## config.mk

```make
export PLATFORM = sky130hd
export DESIGN_NAME = boot_seq_top
export DESIGN_NICKNAME = d
export VERILOG_FILES = /design/src/rtl/boot_seq_pkg.sv /design/src/rtl/boot_pin_latch.sv /design/src/rtl/boot_lastgood.sv /design/src/rtl/boot_load_timer.sv /design/src/rtl/boot_seq_top.sv
export SDC_FILE = /design/constraint.sdc
export NUM_CORES = 1
export LEC_CHECK = 0
export BUFFER_PORTS_ARGS = -buffer_cell sky130_fd_sc_hd__buf_4
export CORE_MARGIN = 2
export CORE_UTILIZATION = 49
export CTS_CLUSTER_DIAMETER = 50
export DETAILED_ROUTE_END_ITERATION = 12
export GPL_ROUTABILITY_DRIVEN = 0
export PLACE_DENSITY = 0.79
export REMOVE_ABC_BUFFERS = 1
export SYNTH_ARGS = -nofsm -noshare
export SYNTH_HDL_FRONTEND = slang
export SYNTH_SLANG_ARGS = --single-unit
export TNS_END_PERCENT = 10
```

## constraint.sdc

```tcl
create_clock -name clk_i -period 1.75 [get_ports clk_i]
set_input_delay 0.35 -clock clk_i [delete_from_list [all_inputs] [get_ports clk_i]]
set_output_delay 0.35 -clock clk_i [all_outputs]
set_load 0.05 [all_outputs]
```

## src/rtl/boot_seq_pkg.sv

```systemverilog
package boot_seq_pkg;
  localparam int unsigned PIN_W = 3;
  localparam int unsigned NSRC  = 4;
  localparam int unsigned SRC_W = $clog2(NSRC);

  typedef enum logic [SRC_W-1:0] {
    SRC_NOR  = 2'd0,
    SRC_NAND = 2'd1,
    SRC_SD   = 2'd2,
    SRC_FAB  = 2'd3
  } src_e;

  typedef enum logic [2:0] {
    ST_SAMPLE,
    ST_SELECT,
    ST_WAIT_FAB,
    ST_LOAD,
    ST_RUN,
    ST_HALT
  } state_e;

  typedef enum logic [1:0] {
    ATT_PIN,
    ATT_LG,
    ATT_FAB
  } att_e;

  // codes with the top pin set are reserved and default to the fabric
  function automatic src_e decode_pins(input logic [PIN_W-1:0] p);
    if (p[PIN_W-1]) return SRC_FAB;
    return src_e'(p[SRC_W-1:0]);
  endfunction
endpackage

```

## src/rtl/boot_pin_latch.sv

```systemverilog
module boot_pin_latch
  import boot_seq_pkg::*;
(
  input  logic             clk_i,
  input  logic             rst_ni,
  input  logic             cap_i,
  input  logic [PIN_W-1:0] pins_i,
  output src_e             src_o
);
  src_e src_q;

  always_ff @(posedge clk_i or negedge rst_ni) begin
    if (!rst_ni)    src_q <= SRC_FAB;
    else if (cap_i) src_q <= decode_pins(pins_i);
  end

  assign src_o = src_q;

  p_hold_r2: assert property (@(posedge clk_i) disable iff (!rst_ni)
    !cap_i |=> $stable(src_q));
endmodule

```

## src/rtl/boot_lastgood.sv

```systemverilog
module boot_lastgood
  import boot_seq_pkg::*;
(
  input  logic clk_i,
  input  logic por_ni,
  input  logic upd_i,
  input  src_e src_i,
  output logic valid_o,
  output src_e src_o
);
  logic valid_q;
  src_e src_q;

  // only power-on reset clears the record
  always_ff @(posedge clk_i or negedge por_ni) begin
    if (!por_ni) begin
      valid_q <= 1'b0;
      src_q   <= SRC_FAB;
    end else if (upd_i) begin
      valid_q <= 1'b1;
      src_q   <= src_i;
    end
  end

  assign valid_o = valid_q;
  assign src_o   = src_q;

  p_record_r11: assert property (@(posedge clk_i) disable iff (!por_ni)
    upd_i |=> (valid_o && src_o == $past(src_i)));
endmodule

```

## src/rtl/boot_load_timer.sv

```systemverilog
module boot_load_timer #(
  parameter int unsigned TMO_CYCLES = 4096
) (
  input  logic clk_i,
  input  logic rst_ni,
  input  logic clr_i,
  input  logic run_i,
  output logic expire_o
);
  localparam int unsigned CNT_W = (TMO_CYCLES > 2) ? $clog2(TMO_CYCLES) : 1;
  localparam logic [CNT_W-1:0] LAST = CNT_W'(TMO_CYCLES - 1);

  logic [CNT_W-1:0] cnt_q;

  always_ff @(posedge clk_i or negedge rst_ni) begin
    if (!rst_ni)    cnt_q <= '0;
    else if (clr_i) cnt_q <= '0;
    else if (run_i) cnt_q <= cnt_q + 1'b1;
  end

  assign expire_o = run_i && (cnt_q == LAST);

  p_no_overflow_r6: assert property (@(posedge clk_i) disable iff (!rst_ni)
    (expire_o && !clr_i) |=> !run_i);
endmodule

```

## src/rtl/boot_seq_top.sv

```systemverilog
module boot_seq_top
  import boot_seq_pkg::*;
#(
  parameter int unsigned TMO_CYCLES = 4096
) (
  input  logic             clk_i,
  input  logic             rst_ni,
  input  logic             por_ni,
  input  logic [PIN_W-1:0] boot_pins_i,
  input  logic             fab_cfg_i,
  input  logic             fab_user_i,
  input  logic [NSRC-1:0]  load_done_i,
  input  logic [NSRC-1:0]  load_err_i,
  input  logic             sec_release_i,
  output logic [NSRC-1:0]  load_req_o,
  output logic             sec_rst_o,
  output logic             run_en_o
);
  logic rst_n;
  assign rst_n = rst_ni & por_ni;

  state_e state_q, state_d;
  src_e   cur_src_q, cur_src_d;
  att_e   att_q, att_d;
  logic   sec_rst_q;

  src_e pin_src, lg_src;
  logic lg_valid, expire;
  logic done_hit, err_hit, fail, succeed;

  boot_pin_latch u_pins (
    .clk_i  (clk_i),
    .rst_ni (rst_n),
    .cap_i  (state_q == ST_SAMPLE),
    .pins_i (boot_pins_i),
    .src_o  (pin_src)
  );

  boot_lastgood u_lastgood (
    .clk_i   (clk_i),
    .por_ni  (por_ni),
    .upd_i   (succeed),
    .src_i   (cur_src_q),
    .valid_o (lg_valid),
    .src_o   (lg_src)
  );

  boot_load_timer #(.TMO_CYCLES(TMO_CYCLES)) u_timer (
    .clk_i    (clk_i),
    .rst_ni   (rst_n),
    .clr_i    ((state_q != ST_LOAD) || fail),
    .run_i    (state_q == ST_LOAD),
    .expire_o (expire)
  );

  assign done_hit = load_done_i[cur_src_q];
  assign err_hit  = load_err_i[cur_src_q];
  assign succeed  = (state_q == ST_LOAD) && done_hit;
  assign fail     = (state_q == ST_LOAD) && !done_hit && (err_hit || expire);

  always_comb begin
    state_d   = state_q;
    cur_src_d = cur_src_q;
    att_d     = att_q;
    unique case (state_q)
      ST_SAMPLE: state_d = ST_SELECT;
      ST_SELECT: begin
        cur_src_d = pin_src;
        att_d     = ATT_PIN;
        state_d   = (pin_src == SRC_FAB) ? ST_WAIT_FAB : ST_LOAD;
      end
      ST_WAIT_FAB: if (fab_cfg_i && fab_user_i) state_d = ST_LOAD;
      ST_LOAD: begin
        if (succeed) begin
          state_d = ST_RUN;
        end else if (fail) begin
          if (att_q == ATT_PIN && lg_valid) begin
            cur_src_d = lg_src;
            att_d     = ATT_LG;
            state_d   = (lg_src == SRC_FAB) ? ST_WAIT_FAB : ST_LOAD;
          end else if (att_q != ATT_FAB) begin
            cur_src_d = SRC_FAB;
            att_d     = ATT_FAB;
            state_d   = ST_WAIT_FAB;
          end else begin
            state_d = ST_HALT;
          end
        end
      end
      ST_RUN:  state_d = ST_RUN;
      ST_HALT: state_d = ST_HALT;
      default: state_d = ST_HALT;
    endcase
  end

  always_ff @(posedge clk_i or negedge rst_n) begin
    if (!rst_n) begin
      state_q   <= ST_SAMPLE;
      cur_src_q <= SRC_FAB;
      att_q     <= ATT_PIN;
      sec_rst_q <= 1'b1;
    end else begin
      state_q   <= state_d;
      cur_src_q <= cur_src_d;
      att_q     <= att_d;
      if (state_q == ST_RUN && sec_release_i) sec_rst_q <= 1'b0;
    end
  end

  always_comb begin
    load_req_o = '0;
    if (state_q == ST_LOAD) load_req_o[cur_src_q] = 1'b1;
  end

  assign run_en_o  = (state_q == ST_RUN);
  assign sec_rst_o = sec_rst_q;

  p_req_onehot_r4: assert property (@(posedge clk_i) disable iff (!rst_n)
    $onehot0(load_req_o));
  p_fab_gate_r3: assert property (@(posedge clk_i) disable iff (!rst_n)
    $rose(load_req_o[SRC_FAB]) |-> $past(fab_cfg_i && fab_user_i));
  p_run_sticky_r5: assert property (@(posedge clk_i) disable iff (!rst_n)
    run_en_o |=> run_en_o);
  p_sec_held_r10: assert property (@(posedge clk_i) disable iff (!rst_n)
    !run_en_o |-> sec_rst_o);
  p_sec_release_r10: assert property (@(posedge clk_i) disable iff (!rst_n)
    $fell(sec_rst_o) |-> $past(run_en_o && sec_release_i));
  p_halt_r9: assert property (@(posedge clk_i) disable iff (!rst_n)
    (state_q == ST_HALT) |=> (load_req_o == '0 && !run_en_o));
endmodule

```

==> metrics.cfg <==
[outcome]
status=finished, violations left
violations=setup timing

[grt]
grt_pass1_vias=1082
grt-ovfl-total=0
grt_pass1_wl_mm=4.66
grt_use_total=0.186
antenna_found_initial=0
grt_max_degree=23

[sta]
worst_pin_slew_ns=0.648
slew_violations=0
fin_tns_setup_ns=-0.333
post-route-period-util=1.04
fmax_mhz=552
relSlewSlack=0.557
finClkSkew_ns=0.00375
min_period_ns=1.81
hold_violations=0
worst_slack_ns=-0.0624
setup-violations-final=10
timing.hold.ws_ns=0.0710
rsz0062_at_grt=true

[synthesis]
ys_seq_area_frac=0.481
avgSynthCellArea_um2=10.2
synth_top_family_by_area=simple AND/OR/NAND/NOR gates
synth_fa_ha_area_frac=0.00950
synth_edf_count=0
synth_xor_area_frac=0.0665
async_flop_share=1.00
synth_flop_cell=dfrtp_1
yosys.area.top_type=dfrtp_1
ys_top_cells_by_area=dfrtp_1, dfstp_2, nor2_1, xor2_1, mux4_2
syn_inst=129
syn_area_mm2=0.00132
ys_ff_latch=25
synth-compound-area-share=0.149
ys_warn_count=0
synthDistinctLibCells=41
synth_top_area_share=0.342
synth.area.mux_share=0.0513
synth-simple-area-share=0.218

[die]
rows=18
die_x_um=55.9
dieArea_mm2=0.00312
dieHeight_um=55.9
num_io_pins=23
start_util=0.522
core_mm2=0.00252

[detailed_routing]
wl_met3_um=104
top_layer_used=met4
vias=1108
wl_per_cell_um=14.6
drt_iter0_drc=30
drt-met1-wl_mm=1.17
viasPerCell=5.80
wl_met2_mm=1.49
ant_nets=0
drt_drc_violations_left=0
firstDrtPassIters=4
drt_wl_total_mm=2.79

[final_layout]
fin_util=0.652
n_antenna_cell=0
area_delta_synth_final_pct=24.8
drive_gt1_frac=0.354
nets=180

[job]
cap_violations=0

[setup_path]
crit_type=reg -> out
start_kind=flop
path_max_fanout=5
arrival_ns=1.46
required_ns=1.40
cp-end-kind=output pin

[cts]
cts_buffers=3
path_clk_slew_ns=0.13
h-tree-depth=1
root_buffer=clkbuf_4
tritoncts=done
cts_sinks=25
clk_latency_ns=0.33
cts_buffer_depth=2

[power_and_ir_drop]
power.leakage_nw=0.719
cellPowerDensity_mw_per_mm2=1120
irDropWorstVdd_mv=0.985

[placement]
place.port_buffers=22
dp_hpwl_mm=2.09

[hold_path]
min_path_type=in -> async

-- cell usage after synthesis, types with 2 or more instances --
| cell type | number |
|---|---|
| nor3_1 | 3 |
| nor2_1 | 21 |
| dfrtp_1 | 18 |
| o21ai_0 | 6 |
| dfstp_2 | 7 |
| and4_1 | 3 |
| a21oi_1 | 4 |
| nand2_1 | 10 |
| and2_1 | 2 |
| and3_1 | 4 |
| nand4_1 | 4 |
| xor2_1 | 9 |
| nand2b_1 | 3 |
| clkbuf_1 | 3 |
| nand3_1 | 2 |
| mux2_2 | 2 |
| o211ai_1 | 2 |
| mux4_2 | 2 |
| a21o_1 | 2 |
-- final cells by class --
type	count	area, um^2
Tap cell	30	37.5
Fill cell	220	878
Inverter	1	3.75
Clock buffer	3	22.5
Sequential cell	25	636
Clock inverter	1	5.00
Timing Repair Buffer	33	265
Multi-Input combinational cell	98	674
-- worst paths after layout --
path	startpoint	to	slack (ns)	cells after the start
worst max-delay path	state_q[2]	load_req_o[3]	-0.06	4
worst min-delay path	rst_ni	att_q[0]	0.07	3
worst max register to register	cur_src_q[0]	att_q[1]	-0.04	3
worst min register to register	sec_rst_o	sec_rst_o	0.49	1
max in group asynchronous	por_ni	cur_src_q[1]	0.82	4
min in group clk_i	sec_release_i	sec_rst_o	0.16	2
-- power by group --
group	switching [mW]	total, mW	internal (mW)
registers	0.133	0.861	0.728
clock network	0.176	0.262	0.0859
logic	0.369	0.719	0.350
total	0.678	1.84	1.16
-- registers in the layout, indices dropped and copies added, names as in the netlist --
register	flops
u_lastgood.src_o	2
u_timer.cnt_q	12
u_lastgood.valid_o	1
cur_src_q	2
sec_rst_o	1
state_q	3
u_pins.src_o	2
att_q	2
-- cells in the final DEF (no fill, tap or decap), types with 2 or more instances in the layout --
| cell | Yosys | routed |
|---|---|---|
| nor2_1 | 21 | 19 |
| buf_6 | 1 | 4 |
| o21ai_0 | 6 | 5 |
| buf_4 | 0 | 28 |
| mux2_2 | 2 | 2 |
| a21oi_1 | 4 | 4 |
| nand2_1 | 10 | 10 |
| and4_1 | 3 | 3 |
| nor3_1 | 3 | 2 |
| o211ai_1 | 2 | 2 |
| nor2_2 | 0 | 2 |
| nand2b_1 | 3 | 3 |
| o21ai_1 | 1 | 2 |
| mux4_2 | 2 | 2 |
| nand4_1 | 4 | 4 |
| and2_1 | 2 | 2 |
| clkbuf_4 | 0 | 3 |
| dfrtp_1 | 18 | 17 |
| nand3_1 | 2 | 2 |
| a21o_1 | 2 | 2 |
| xor2_1 | 9 | 9 |
| dfstp_2 | 7 | 7 |
| and3_1 | 4 | 4 |
-- critical path, stage by stage (launching register included) --
cell      delay [ns]
dfrtp_1         0.44
nand2b_1        0.18
nor2_2          0.14
and3_1          0.21
buf_6           0.16
-- through the flow --
stage	std cells	worst slack [ns]	area (um^2)	total power [mW]
final	191	-0.0624	1640	1.84
after floorplan	124	-0.446	1290	1.30
after global routing	191	-0.181	1640	1.95
after global placement	184	0.00644	1550	1.50
after detailed placement	184	-0.0516	1550	1.53
after CTS	191	-0.0523	1620	1.82
-- cells by family (layout without fill, tap and decap cells) --
logic type	after synthesis	after routing
buffers and inverters	6	38
muxes	4	4
AOI/OAI and AO/OA	26	26
adders and majority gates	1	1
and+or+nand+nor	57	57
xor gates and xnor gates	10	10
DFF	25	25
-- timing repair --
item                                   CTS  global route
gates resized for setup                  4             7
hold buffers                             1             0
pin swaps                                8             3
setup buffers                            2             0
setup endpoints to repair               19            26
endpoints found under the hold margin    3             0
-- layer usage --
metal	vias up	track usage
met3	5	0.0279
met5	-	0
li1	526	-
met4	0	0.0680
met2	27	0.318
met1	550	0.240
No activity file was read; power rests on OpenSTA's default activity.
